--- src/rtl/dew_pkg.sv ---
`timescale 1ns/1ps
package dew_pkg;
  localparam int DATA_W = 16;
  localparam int ADDR_W = 8;

  // register byte offsets (software decodes these)
  localparam logic [ADDR_W-1:0] OFS_RLD  = 8'h00;
  localparam logic [ADDR_W-1:0] OFS_STS1 = 8'h04;
  localparam logic [ADDR_W-1:0] OFS_STS2 = 8'h06;
  localparam logic [ADDR_W-1:0] OFS_CTL  = 8'h08;
  localparam logic [ADDR_W-1:0] OFS_INIT = 8'h12;

  // bit positions
  localparam int BIT_TO1   = 3;
  localparam int BIT_TO2   = 1;
  localparam int BIT_BOOT  = 2;
  localparam int BIT_HALT  = 11;
  localparam int BIT_IRQEN = 13;

  typedef struct packed {
    logic rld_wr;
    logic clr_to1;
    logic clr_to2;
    logic clr_boot;
  } dew_cmd_t;

  typedef struct packed {
    logic to1;
    logic to2;
    logic boot;
  } dew_flags_t;
endpackage

--- src/rtl/dew_regs.sv ---
`timescale 1ns/1ps
module dew_regs
  import dew_pkg::*;
#(
  parameter int CNT_W    = 10,
  parameter int LOAD_MIN = 4,
  parameter int LOAD_RST = 4
) (
  input  logic              clk,
  input  logic              rst_n,
  input  logic [ADDR_W-1:0] addr,
  input  logic [DATA_W-1:0] wdata,
  input  logic              we,
  input  logic              re,
  input  logic [CNT_W-1:0]  count,
  input  dew_flags_t        flags,
  output dew_cmd_t          cmd,
  output logic              halt,
  output logic              irq_en,
  output logic [CNT_W-1:0]  load,
  output logic [DATA_W-1:0] rdata
);
  localparam int SPARE_W = DATA_W - CNT_W;
  localparam logic [CNT_W-1:0] LOAD_FLOOR = CNT_W'(LOAD_MIN);
  localparam logic [CNT_W-1:0] LOAD_INIT  = CNT_W'(LOAD_RST);

  logic [SPARE_W-1:0] spare_q;
  logic               hit_rld, hit_sts1, hit_sts2, hit_ctl, hit_init;
  logic               load_ok;
  logic [DATA_W-1:0]  rd_mux;

  always_comb begin
    hit_rld  = we && (addr == OFS_RLD);
    hit_sts1 = we && (addr == OFS_STS1);
    hit_sts2 = we && (addr == OFS_STS2);
    hit_ctl  = we && (addr == OFS_CTL);
    hit_init = we && (addr == OFS_INIT);
    load_ok  = wdata[CNT_W-1:0] >= LOAD_FLOOR;
  end

  always_comb begin
    cmd.rld_wr   = hit_rld;
    cmd.clr_to1  = hit_sts1 && wdata[BIT_TO1];
    cmd.clr_to2  = hit_sts2 && wdata[BIT_TO2];
    cmd.clr_boot = hit_sts2 && wdata[BIT_BOOT];
  end

  // control and load storage
  always_ff @(posedge clk) begin
    if (!rst_n) begin
      halt    <= 1'b1;
      irq_en  <= 1'b0;
      load    <= LOAD_INIT;
      spare_q <= '0;
    end else begin
      if (hit_ctl) begin
        halt   <= wdata[BIT_HALT];
        irq_en <= wdata[BIT_IRQEN];
      end
      if (hit_init && load_ok) begin
        load    <= wdata[CNT_W-1:0];
        spare_q <= wdata[DATA_W-1:CNT_W];
      end
    end
  end

  // read selection
  always_comb begin
    rd_mux = '0;
    case (addr)
      OFS_RLD:  rd_mux = DATA_W'(count);
      OFS_STS1: rd_mux[BIT_TO1] = flags.to1;
      OFS_STS2: begin
        rd_mux[BIT_TO2]  = flags.to2;
        rd_mux[BIT_BOOT] = flags.boot;
      end
      OFS_CTL: begin
        rd_mux[BIT_HALT]  = halt;
        rd_mux[BIT_IRQEN] = irq_en;
      end
      OFS_INIT: rd_mux = {spare_q, load};
      default:  rd_mux = '0;
    endcase
  end

  always_ff @(posedge clk) begin
    if (!rst_n)  rdata <= '0;
    else if (re) rdata <= rd_mux;
  end
endmodule

--- src/rtl/dew_counter.sv ---
`timescale 1ns/1ps
module dew_counter #(
  parameter int CNT_W    = 10,
  parameter int LOAD_RST = 4
) (
  input  logic             clk,
  input  logic             rst_n,
  input  logic             tick,
  input  logic             halt,
  input  logic             rld_wr,
  input  logic [CNT_W-1:0] load,
  output logic [CNT_W-1:0] count,
  output logic             expire
);
  logic step;
  logic at_zero;

  always_comb begin
    step    = tick && !halt;
    at_zero = (count == '0);
    // a software reload on the same edge takes precedence
    expire  = step && at_zero && !rld_wr;
  end

  always_ff @(posedge clk) begin
    if (!rst_n)                count <= CNT_W'(LOAD_RST);
    else if (rld_wr || expire) count <= load;
    else if (step)             count <= count - 1'b1;
  end
endmodule

--- src/rtl/dew_seq.sv ---
`timescale 1ns/1ps
module dew_seq
  import dew_pkg::*;
(
  input  logic       clk,
  input  logic       rst_n,
  input  logic       expire,
  input  logic       no_reboot,
  input  dew_cmd_t   cmd,
  output dew_flags_t flags,
  output logic       rst_req
);
  logic second;
  logic fire;

  always_comb begin
    second = expire && flags.to1;
    fire   = second && !no_reboot;
  end

  always_ff @(posedge clk) begin
    if (!rst_n) begin
      flags   <= '0;
      rst_req <= 1'b0;
    end else begin
      // a set on the same edge as a clear wins
      flags.to1  <= expire ? 1'b1 : (flags.to1 && !cmd.clr_to1);
      flags.to2  <= second ? 1'b1 : (flags.to2 && !cmd.clr_to2);
      flags.boot <= fire   ? 1'b1 : (flags.boot && !cmd.clr_boot);
      rst_req    <= fire;
    end
  end
endmodule

--- src/rtl/dew_watchdog.sv ---
`timescale 1ns/1ps
module dew_watchdog
  import dew_pkg::*;
#(
  parameter int CNT_W    = 10,
  parameter int LOAD_MIN = 4,
  parameter int LOAD_RST = 4
) (
  input  logic              clk,
  input  logic              rst_n,
  input  logic              tick_en,
  input  logic [ADDR_W-1:0] bus_addr,
  input  logic [DATA_W-1:0] bus_wdata,
  input  logic              bus_we,
  input  logic              bus_re,
  output logic [DATA_W-1:0] bus_rdata,
  input  logic              no_reboot,
  output logic              irq_o,
  output logic              rst_req_o
);
  dew_cmd_t         cmd;
  dew_flags_t       flags;
  logic             halt;
  logic             irq_en;
  logic [CNT_W-1:0] load;
  logic [CNT_W-1:0] count;
  logic             expire;

  dew_regs #(.CNT_W(CNT_W), .LOAD_MIN(LOAD_MIN), .LOAD_RST(LOAD_RST)) u_regs (
    .clk(clk), .rst_n(rst_n), .addr(bus_addr), .wdata(bus_wdata),
    .we(bus_we), .re(bus_re), .count(count), .flags(flags), .cmd(cmd),
    .halt(halt), .irq_en(irq_en), .load(load), .rdata(bus_rdata)
  );

  dew_counter #(.CNT_W(CNT_W), .LOAD_RST(LOAD_RST)) u_cnt (
    .clk(clk), .rst_n(rst_n), .tick(tick_en), .halt(halt),
    .rld_wr(cmd.rld_wr), .load(load), .count(count), .expire(expire)
  );

  dew_seq u_seq (
    .clk(clk), .rst_n(rst_n), .expire(expire), .no_reboot(no_reboot),
    .cmd(cmd), .flags(flags), .rst_req(rst_req_o)
  );

  assign irq_o = flags.to1 && irq_en;
endmodule

--- config.mk ---
export PLATFORM = sky130hd
export DESIGN_NAME = dew_watchdog
export DESIGN_NICKNAME = d
export VERILOG_FILES = /design/src/rtl/dew_pkg.sv /design/src/rtl/dew_regs.sv /design/src/rtl/dew_counter.sv /design/src/rtl/dew_seq.sv /design/src/rtl/dew_watchdog.sv
export SDC_FILE = /design/constraint.sdc
export NUM_CORES = 1
export LEC_CHECK = 0
export ABC_AREA = 1
export BUFFER_PORTS_ARGS = -buffer_cell sky130_fd_sc_hd__buf_2
export CAP_MARGIN = 20
export CORE_ASPECT_RATIO = 0.6
export CORE_MARGIN = 3
export CORE_UTILIZATION = 51
export DETAILED_ROUTE_END_ITERATION = 10
export HOLD_SLACK_MARGIN = 0.06
export PLACE_DENSITY = 0.75
export RECOVER_POWER = 25
export SLEW_MARGIN = 10
export SYNTH_ARGS = -nofsm -noshare
export SYNTH_HDL_FRONTEND = slang
export SYNTH_SLANG_ARGS = --single-unit
--- constraint.sdc ---
create_clock -name clk -period 4 [get_ports clk]
set_clock_uncertainty 0.15 [all_clocks]
set_input_delay 0.8 -clock clk [delete_from_list [all_inputs] [get_ports clk]]
set_output_delay 0.8 -clock clk [all_outputs]
set_load 0.05 [all_outputs]
==> impl_summary.log, run 1 <==
INFO  metric htree_levels = 2
INFO  metric holdBufCountCts = 0
INFO  metric design.final.nets = 430
INFO  metric clock_edge_transition_at_the_registers_on_the_reported_setup_and_hold_paths = approximately 90 ps
INFO  metric final.min_clock_period = between 2000 and 3000 ps
INFO  metric p_comb_share = between 10 and 15%
INFO  metric route.detailed.wl_per_inst = between 10 and 15 µm
INFO  metric tritoncts = yes
INFO  metric post_placement_cell_count = between 400 and 500
INFO  metric yosysUniqueCellTypes = 29
INFO  metric p_seq_share = a little under three fifths
INFO  metric max-vdd-ir-drop = ~0.21 mV
INFO  metric antenna_violations_before_repair = 0
INFO  metric drt-initial-drc-count = about 240
INFO  metric timing.critical_path.slowest_stage_cell = sky130_fd_sc_hd__clkinvlp_2
INFO  metric final.setup.tns = 0 ps
INFO  metric grt_setup_unrepaired = no
INFO  metric busiest_layer = met1
INFO  metric p_leak = approximately 1.3 nW
INFO  metric layout-drive-gt1-share = between 10% and 20%
INFO  metric post-dp-hpwl = ~4.7 mm
INFO  metric routed_wl = ~6.3 mm
INFO  metric clock_path_buffers = 2
INFO  metric vias = roughly 2,400
INFO  metric cell_internal_pwr = around 650 µW
INFO  metric synth.ff_latch_count = 48
INFO  metric worstHoldPathType = reg2reg
INFO  metric design.die.area = between 0.005 and 0.006 mm²
INFO  metric synthDominantAreaCellType = sky130_fd_sc_hd__dfxtp_1
INFO  metric fp-row-count = 18
INFO  metric layout.filler_cells = 426
INFO  metric sequential_to_total_area_share_from_yosys_stat = between 30% and 40%
INFO  metric ant_nets = 0
INFO  metric timing.final.crit_share = approximately two thirds
INFO  metric count_of_flip_flops_with_a_built_in_enable_after_synthesis = 0
INFO  metric power.share.switching = between 20% and 30%
INFO  metric cts-root-buf = sky130_fd_sc_hd__clkbuf_8
INFO  metric synthArstFlopShare = 0%
INFO  metric flow.area_growth_from_synthesis = 11.24%
INFO  metric max_cap_violations = 0
INFO  metric finalNonFillerCells = 459
INFO  metric worstSetupStartpointType = input port
INFO  metric endpoint_type_of_the_worst_setup_path = flip-flop
INFO  metric worst-slew-pin-transition = just under 600 ps
INFO  metric grt_use_total = approximately a quarter
INFO  metric arrival = approximately 2700 ps
INFO  metric start_util = 55.84%
INFO  metric io_pins = 48
INFO  metric synth_commonest_cells = sky130_fd_sc_hd__nand2_1, sky130_fd_sc_hd__nor2_1, sky130_fd_sc_hd__dfxtp_1
INFO  metric setup-violations-final = 0
INFO  metric run_status = finished, final reports clean
INFO  metric synthesis.yosys.warnings = 0
INFO  metric finalHoldViolCount = 0
INFO  metric gr-usage-met2 = 31.74%
INFO  metric n_antenna_cell = 0
INFO  metric synth_fp_nets = approximately 400
INFO  metric die_w = about 95 µm
INFO  metric avgSynthCellArea = 6.761 µm²
INFO  metric max-slew-margin-rel = about three fifths
INFO  metric post_cts_repair_setup_buffers = 0
INFO  metric numPortBuffers = 47
INFO  metric clk-insertion-delay-late = roughly 310 ps
INFO  metric critPathMaxFanout = 17
INFO  metric slew_viol_final = 0
INFO  metric height_of_the_chip = 59.44 µm
INFO  metric r2r_setup_slack = about 2100 ps
INFO  metric share_clk_of_total_power = 34.8%
INFO  metric global_route.overflow_total = 0
INFO  metric timing.critical_path.slowest_cell_delay = 690 ps
INFO  metric post_synth_inst_count = roughly 360
INFO  metric gp_congestion = 0.9201
INFO  metric power.switching = 237.0 µW
INFO  metric post-layout-total-power = 885.8 µW
INFO  metric yosys_most_used_dff = sky130_fd_sc_hd__dfxtp_1
INFO  metric crit_path_required_time = 4060 ps
INFO  metric yosysMostFrequentCell = sky130_fd_sc_hd__nand2_1
INFO  metric placeable_area = 0.004347 mm²
INFO  metric hp-start = u_regs.halt
INFO  metric timing.critical_path.cells = clkbuf_1 > inv_1 > and3_1 > nand2_1 > nor2_4 > nand2_1 > clkinvlp_2 > nor2_1 > nor2_1
INFO  metric maximum_number_of_pins_on_one_net_before_global_route_repair = 36
INFO  metric cts-buffers-inserted = 5
INFO  metric synth_top_cell_area_share = approximately 40%
INFO  metric total_drc_errors_in_the_routed_layout = 0
INFO  metric r2r-start = u_regs.halt
INFO  metric grt_util_met1 = 36.71%
INFO  metric holdWs = 313.3 ps
INFO  metric fmaxAchievable = roughly 370 MHz
INFO  metric first_pass_iters = 5
INFO  metric clock-sinks = 48
INFO  metric grt_pass1_wl = approximately 10 mm
INFO  metric synth_area = between 0.002 and 0.0025 mm²
INFO  metric grt_use_met3 = roughly 6.6%
INFO  metric worstSetupPathType = in2reg
INFO  metric critPathLaunch = bus_addr[5]
INFO  metric number_of_global_route_vias_before_repair = ~2,000
INFO  metric pwr_dens = 328.1 mW/mm²
INFO  metric largest_cells_by_area_after_synthesis = sky130_fd_sc_hd__dfxtp_1, sky130_fd_sc_hd__nand2_1, sky130_fd_sc_hd__nor2_1, sky130_fd_sc_hd__nand3_1, sky130_fd_sc_hd__inv_1
INFO  metric cts_repair_resize_count = 0
INFO  metric viasPerCell = 5.211
per-layer routing:
layer / vias to the layer above / wire length [µm]
li1: 1203 / -
met5: - / 0
met1: 1088 / 3245
met3: 4 / 648
met2: 97 / 2402
met4: 0 / 52
sequential cells by signal, indices dropped and copies added (netlist names):
register and count:
u_regs.halt 1, u_seq.flags 3, u_regs.load 10, u_regs.irq_en 1
u_regs.rdata 16, u_cnt.count 10, u_regs.spare_q 6, u_seq.rst_req 1
final cells by class:
| class | count | area (µm²) | share of cell area [%] |
|---|---|---|---|
| clock buffer | 6 | 82.58 | 3.058 |
| clock inverter | 1 | 8.758 | 0.3244 |
| inverter | 41 | 155.1 | 5.746 |
| multi-input combinational | 256 | 1190 | 44.07 |
| sequential | 48 | 960.9 | 35.59 |
| tap | 60 | 75.07 | 2.780 |
| timing repair buffer | 47 | 227.7 | 8.434 |
placed cells by master (no fill, tap or decap), drive strengths merged:
cell      count
nor2         71
inv          40
o211ai        6
clkinv        1
or2           1
a21oi        12
ha            1
a31oi         1
dfxtp        48
buf          41
and3          1
nand4         2
xor2          7
nand3        34
nand2        91
clkinvlp      1
o21ai        24
nor3          5
clkbuf       12
power by group through the flow:
stage,clock network [mW],logic [mW],registers (mW)
3_5_place_dp,0,0.0911,0.500
6_report,0.308,0.0895,0.488
4_1_cts,0.307,0.0913,0.488
5_1_grt,0.327,0.0984,0.489
2_1_floorplan,0,0.0344,0.523
3_3_place_gp,0,0.0895,0.499
worst paths after layout:
kind                        to  depth (start not counted)
min reg2reg        u_regs.halt                          2
max          u_regs.spare_q[4]                          9
min                u_regs.halt                          2
max reg2reg     u_cnt.count[8]                         10
kinds of logic after synthesis:
| group | Yosys count | share of synthesized area [%] |
|---|---|---|
| buffers and inverters | 55 | 10.10 |
| flip-flops | 48 | 39.59 |
| XOR/XNOR | 7 | 2.526 |
| adder cells (fa/ha/maj) | 1 | 0.5154 |
| AO/OA/AOI/OAI | 43 | 9.690 |
| AND/OR/NAND/NOR | 205 | 37.58 |
worst max-delay path: cells and delay by family:
kind	cells	cell delay, ps
simple gates	6	1110
buf+inv	3	820
stage by stage:
step | worst slack, ps | instance area, µm² | utilization, %
finish | 1322 | 2700 | 62.12
global route | 1129 | 2700 | 62.12
CTS | 1957 | 2743 | 63.10
detailed placement | 1684 | 2651 | 61.00
global placement | 1728 | 2651 | 61.00
floorplan | 2054 | 2427 | -
Power figures use the tool's default switching activity.
==> inputs of run 2 (changes only) <==
==> constraint.sdc (replaced) <==
create_clock -name clk -period 2.75 [get_ports clk]
set_clock_uncertainty 0.15 [all_clocks]
set_input_delay 0.55 -clock clk [delete_from_list [all_inputs] [get_ports clk]]
set_output_delay 0.55 -clock clk [all_outputs]
set_load 0.05 [all_outputs]
==> run 2 against run 1 <==
  * Cell count up 0.22%
  * Sequential power up 45%
  * Wire length down 1.4%
  * Critical path type unchanged
  * Largest power group unchanged
  * Highest routed layer unchanged
==> impl_summary.log, run 2 (synthesis results as in run 1) <==
INFO  metric design.die.area = between 0.005 and 0.006 mm²
INFO  metric cts_repair_resize_count = 0
INFO  metric finalNonFillerCells = 460
INFO  metric n_antenna_cell = 0
INFO  metric tritoncts = yes
INFO  metric maximum_number_of_pins_on_one_net_before_global_route_repair = 31
INFO  metric timing.critical_path.slowest_cell_delay = 360 ps
INFO  metric flow.area_growth_from_synthesis = 11.91%
INFO  metric ant_nets = 0
INFO  metric largest-register = u_regs.rdata
INFO  metric footprint_of_the_multi_input_gates = roughly 0.0012 mm²
INFO  metric worstSetupStartpointType = input port
INFO  metric design.final.nets = ~430
INFO  metric first_pass_iters = 5
INFO  metric final.min_clock_period = ~2100 ps
INFO  metric max_cap_violations = 0
INFO  metric clk-insertion-delay-late = around 300 ps
INFO  metric timing.final.crit_share = 75.50%
INFO  metric final_cell_mix = sky130_fd_sc_hd__nand2_1, sky130_fd_sc_hd__nor2_1, sky130_fd_sc_hd__dfxtp_1
INFO  metric max-vdd-ir-drop = around 0.21 mV
INFO  metric post-layout-total-power = 1.283 mW
INFO  metric post_cts_repair_setup_buffers = 0
INFO  metric critical_path.top_delay_family = simple AND/OR/NAND/NOR gates
INFO  metric start_util = a little under three fifths
INFO  metric largest_reg_flops = 16
INFO  metric setup-violations-final = 0
INFO  metric critPathMaxFanout = 17
INFO  metric crit_path_required_time = about 2800 ps
INFO  metric htree_levels = 2
INFO  metric timing.critical_path.slowest_stage_cell = sky130_fd_sc_hd__nand2_1
INFO  metric clock-sinks = 48
INFO  metric critical_path_buf_inv_count = 3
INFO  metric layout_top_registers = u_regs.rdata x16, u_cnt.count x10, u_regs.load x10
INFO  metric fp-row-count = 18
INFO  metric number_of_global_route_vias_before_repair = just over 2,000
INFO  metric area_occupied_by_registers = 960.9 µm²
INFO  metric numPortBuffers = 47
INFO  metric io_pins = 48
INFO  metric post_placement_cell_count = 453
INFO  metric cts-buffers-inserted = 5
INFO  metric worstHoldPathType = in2reg
INFO  metric run_status = finished, final reports clean
INFO  metric timing.critical_path.cells = buf_2 > inv_1 > nand2_1 > nor3_1 > nand2_2 > nor2_4 > nand2_1 > inv_6 > nor2_1 > nor2_1
INFO  metric grt_setup_unrepaired = no
INFO  metric final.setup.tns = 0 ps
INFO  metric route.detailed.wl_per_inst = around 14 µm
INFO  metric holdBufCountCts = 0
INFO  metric grt_use_total = a little under a quarter
INFO  metric grt_pass1_wl = approximately 10 mm
INFO  metric drt-initial-drc-count = roughly 250
INFO  metric vias = between 2,000 and 2,500
INFO  metric die_w = between 90 and 100 µm
INFO  metric height_of_the_chip = just under 60 µm
INFO  metric cts-root-buf = sky130_fd_sc_hd__clkbuf_8
INFO  metric endpoint_type_of_the_worst_setup_path = flip-flop
INFO  metric most_frequent_standard_cell_in_the_layout_excluding_fill_and_tap_cells = sky130_fd_sc_hd__nand2_1
INFO  metric layout-drive-gt1-share = 14.75%
INFO  metric slew_viol_final = 0
INFO  metric worstSetupPathType = in2reg
INFO  metric finalHoldViolCount = 0
INFO  metric routed_wl = about 6.3 mm
INFO  metric arrival = roughly 2200 ps
INFO  metric p_leak = 1.276 nW
INFO  metric total_drc_errors_in_the_routed_layout = 0
INFO  metric fmaxAchievable = 481.7 MHz
INFO  metric layout.filler_cells = roughly 400
INFO  metric global_route.overflow_total = 0
INFO  metric antenna_violations_before_repair = 0
INFO  metric pwr_dens = 472.4 mW/mm²
INFO  metric placeable_area = around 0.0043 mm²
INFO  metric max-slew-margin-rel = 59.84%
INFO  metric worst-slew-pin-transition = 600.9 ps
INFO  metric viasPerCell = roughly 5.3
INFO  metric clock_path_buffers = 2
INFO  metric post-dp-hpwl = about 4.8 mm
INFO  metric gp_congestion = just under 1
INFO  metric clock_edge_transition_at_the_registers_on_the_reported_setup_and_hold_paths = roughly 90 ps
[run 2: cell count changes in the layout (fill, tap and decap cells not counted)]
cell | previous run | this run
sky130_fd_sc_hd__and3_1 | 1 | 0
sky130_fd_sc_hd__clkinvlp_2 | 1 | 0
sky130_fd_sc_hd__nor3_1 | 5 | 4
sky130_fd_sc_hd__clkbuf_1 | 6 | 12
sky130_fd_sc_hd__buf_4 | 0 | 1
sky130_fd_sc_hd__nor3_2 | 0 | 1
sky130_fd_sc_hd__inv_6 | 0 | 1
sky130_fd_sc_hd__buf_2 | 41 | 35
sky130_fd_sc_hd__and3_4 | 0 | 1
sky130_fd_sc_hd__nand2_2 | 3 | 4
sky130_fd_sc_hd__nand2_1 | 86 | 85
[run 2: final timing paths]
path | start | endpoint | slack [ps] | depth (start not counted)
max reg2reg | u_cnt.count[0] | u_cnt.count[5] | 940 | 11
max | bus_addr[0] | u_regs.load[5] | 670 | 10
min | no_reboot | u_seq.rst_req | 260 | 2
min reg2reg | u_regs.spare_q[4] | u_regs.rdata[14] | 320 | 2
[run 2: area by class of cell]
| class | count | share of cell area [%] |
|---|---|---|
| tap | 60 | 2.764 |
| multi-input combinational | 256 | 44.27 |
| clock buffer | 6 | 3.040 |
| inverter | 41 | 5.850 |
| sequential | 48 | 35.38 |
| clock inverter | 1 | 0.3224 |
| timing repair buffer | 48 | 8.383 |
[run 2: metrics by stage]
| stage | hold WS (ps) | instance area [µm²] | util, % | setup slack [ps] |
|---|---|---|---|---|
| after floorplan | 278.9 | 2427 | - | 1054 |
| after global placement | 292.2 | 2659 | 61.17 | 810.2 |
| after detailed placement | 306.8 | 2659 | 61.17 | 762.7 |
| after CTS | 257.8 | 2750 | 63.27 | 955.5 |
| after global routing | 263.8 | 2716 | 62.49 | 487.3 |
| final | 258.2 | 2716 | 62.49 | 673.8 |
[run 2: layer usage]
metal  vias to the layer above  track usage (%)  part of all wire, %
li1                       1207                -                    -
met1                      1097            38.00                   50
met2                       107            31.24                   39
met3                         4            5.203                   11
met4                         0            4.312                 0.40
met5                         -                0                    0
[run 2: worst register-to-register path, delay by kind of cell (launching register included)]
kind,cells,cell delay (ps)
fa+ha+maj,1,270
flops,1,330
buf+inv,2,180
simple gates,8,790
[run 2: where the power goes]
group / switching (mW) / internal [mW] / leakage, nW
logic: 0.0930 / 0.0379 / 0.839
registers: 0.00526 / 0.705 / 0.389
clock network: 0.241 / 0.201 / 0.0473
==> inputs of run 3 (changes only) <==
--- a/config.mk
+++ b/config.mk
@@ -10,7 +10,7 @@
 export CAP_MARGIN = 20
 export CORE_ASPECT_RATIO = 0.6
 export CORE_MARGIN = 3
-export CORE_UTILIZATION = 51
+export CORE_UTILIZATION = 49
 export DETAILED_ROUTE_END_ITERATION = 10
 export HOLD_SLACK_MARGIN = 0.06
 export PLACE_DENSITY = 0.75
==> constraint.sdc (replaced) <==
create_clock -name clk -period 1.7 [get_ports clk]
set_clock_uncertainty 0.15 [all_clocks]
set_input_delay 0.34 -clock clk [delete_from_list [all_inputs] [get_ports clk]]
set_output_delay 0.34 -clock clk [all_outputs]
set_load 0.05 [all_outputs]
==> run 3 against run 2 <==
  * Die area increased by 3.7%
  * Critical path depth is 2 lower
  * Largest power group unchanged
  * Cell area rose by 6.4%
==> impl_summary.log, run 3 (synthesis results as in run 1) <==
INFO  metric vias = around 2,400
INFO  metric arrival = around 1700 ps
INFO  metric largest_reg_flops = 16
INFO  metric worstSetupStartpointType = flip-flop
INFO  metric critPathMaxFanout = 3
INFO  metric grt_setup_unrepaired = no
INFO  metric timing.critical_path.cells = inv_1 > ha_2 > nand2_2 > nor2_4 > inv_1 > nor3_2 > nand3_1 > o21ai_1
INFO  metric slew_viol_final = 0
INFO  metric gp_congestion = approximately 0.94
INFO  metric cts-root-buf = sky130_fd_sc_hd__clkbuf_8
INFO  metric max-vdd-ir-drop = approximately 0.43 mV
INFO  metric post_cts_repair_setup_buffers = 0
INFO  metric viasPerCell = roughly 5
INFO  metric busiest_layer = met2
INFO  metric maximum_number_of_pins_on_one_net_before_global_route_repair = 26
INFO  metric pwr_dens = ~730 mW/mm²
INFO  metric grt_util_met1 = 32.38%
INFO  metric final.min_clock_period = between 1500 and 2000 ps
INFO  metric number_of_global_route_vias_before_repair = ~2,200
INFO  metric largest-register = u_regs.rdata
INFO  metric timing.critical_path.slowest_cell_delay = 330 ps
INFO  metric tritoncts = yes
INFO  metric start_util = roughly half
INFO  metric total_drc_errors_in_the_routed_layout = 0
INFO  metric design.final.nets = between 400 and 500
INFO  metric setup-violations-final = 0
INFO  metric clock-sinks = between 40 and 50
INFO  metric critical-path-top-cell-by-count = sky130_fd_sc_hd__inv_1
INFO  metric final_cell_mix = sky130_fd_sc_hd__nand2_1, sky130_fd_sc_hd__nor2_1, sky130_fd_sc_hd__dfxtp_1
INFO  metric run_status = finished, final reports clean
INFO  metric clock_path_buffers = 2
INFO  metric timing.final.crit_share = between 90% and 100%
INFO  metric grt_use_total = 22.37%
INFO  metric crit_path_required_time = about 1800 ps
INFO  metric die_w = between 90 and 100 µm
INFO  metric finalHoldViolCount = 0
INFO  metric flow.area_growth_from_synthesis = 19.12%
INFO  metric n_antenna_cell = 0
INFO  metric max_cap_violations = 0
INFO  metric route.detailed.wl_per_inst = roughly 13 µm
INFO  metric global_route.overflow_total = 0
INFO  metric drt-initial-drc-count = ~160
INFO  metric design.die.area = 0.005862 mm²
INFO  metric worst-slew-pin-transition = 443.0 ps
INFO  metric post-layout-total-power = about 2.1 mW
INFO  metric antenna_violations_before_repair = 0
INFO  metric timing.critical_path.slowest_stage_cell = sky130_fd_sc_hd__dfxtp_2
INFO  metric fmaxAchievable = ~630 MHz
INFO  metric numPortBuffers = 47
INFO  metric layout_top_registers = u_regs.rdata x16, u_cnt.count x10, u_regs.load x10
INFO  metric fp-row-count = 19
INFO  metric grt_use_met3 = 6.429%
INFO  metric routed_wl = between 6 and 7 mm
INFO  metric ant_nets = 0
INFO  metric first_pass_iters = 4
INFO  metric most_frequent_standard_cell_in_the_layout_excluding_fill_and_tap_cells = sky130_fd_sc_hd__nand2_1
INFO  metric final.setup.tns = 0 ps
INFO  metric post-dp-hpwl = ~4.9 mm
INFO  metric worstSetupPathType = reg2reg
INFO  metric placeable_area = 0.004683 mm²
INFO  metric endpoint_type_of_the_worst_setup_path = flip-flop
INFO  metric cts-buffers-inserted = 5
INFO  metric worstHoldPathType = in2reg
INFO  metric io_pins = between 40 and 50
INFO  metric height_of_the_chip = approximately 61 µm
INFO  metric clock_edge_transition_at_the_registers_on_the_reported_setup_and_hold_paths = 90 ps
INFO  metric layout-drive-gt1-share = a little over a fifth
INFO  metric p_leak = between 1 and 1.5 nW
INFO  metric clk-insertion-delay-late = roughly 300 ps
INFO  metric gr-usage-met2 = 33.43%
INFO  metric max-slew-margin-rel = about 70%
INFO  metric grt_pass1_wl = about 10 mm
INFO  metric htree_levels = 2
-- run 3: cell types whose count changed in the layout (fill, tap and decap cells not counted), moves of 4 or more --
cell                       before  now
sky130_fd_sc_hd__buf_2         35   44
sky130_fd_sc_hd__clkbuf_1      12    1
sky130_fd_sc_hd__buf_4          1   13
sky130_fd_sc_hd__clkbuf_2       0    4
-- run 3: routing by layer --
metal	up-vias	share of wire [%]
met4	0	0.51
met3	4	10
met5	-	0
met1	1065	50
li1	1242	-
met2	96	39
-- run 3: report_power, final --
part / internal, mW / leakage (nW) / total, mW / switching (mW)
registers: 1.14 / 0.390 / 1.15 / 0.00818
clock network: 0.333 / 0.0516 / 0.737 / 0.403
logic: 0.0713 / 0.966 / 0.224 / 0.153
total: 1.55 / 1.41 / 2.11 / 0.564
-- run 3: critical path: cells and delay by family (launching register included) --
family                   cells  cell delay (ps)
adder cells (fa/ha/maj)      1              190
AND/OR/NAND/NOR              4              570
AO/OA/AOI/OAI                1              140
buffers and inverters        2              130
flip-flops                   1              330
-- run 3: repair_timing --
action | 4_1_cts | 5_1_grt
endpoints found under the setup margin | 0 | 8
hold buffers | 1 | 0
gates resized for setup | 0 | 4
hold endpoints to repair | 1 | 0
-- run 3: stage by stage --
stage	hold slack (ps)	instance area [µm²]	worst slack [ps]	instances	utilization, %
after global placement	293.5	2788	61.37	471	59.52
after global routing	133.7	2892	11.66	480	61.74
after floorplan	262.4	2427	192.0	359	-
final	129.2	2892	121.8	480	61.74
after CTS	126.0	2894	49.39	480	61.80
after detailed placement	299.0	2788	14.35	471	59.52
-- run 3: final cells by class --
class                   instances  area (µm²)
clock inverters                 2       13.76
repair buffers                 64       371.6
flip-flops and latches         48       962.2
fillers                       460        1792
inverters                      41       158.9
clock buffers                   6       82.58
well taps                      63       78.83
multi-input cells             256        1224
-- run 3: final timing paths --
check,start,to,slack [ps],cells past startpoint
max,u_cnt.count[0],u_seq.flags[0],120,8
min,bus_wdata[2],u_regs.load[2],130,3
max reg2reg,u_cnt.count[0],u_seq.flags[0],120,8
min reg2reg,u_regs.halt,u_regs.halt,320,2
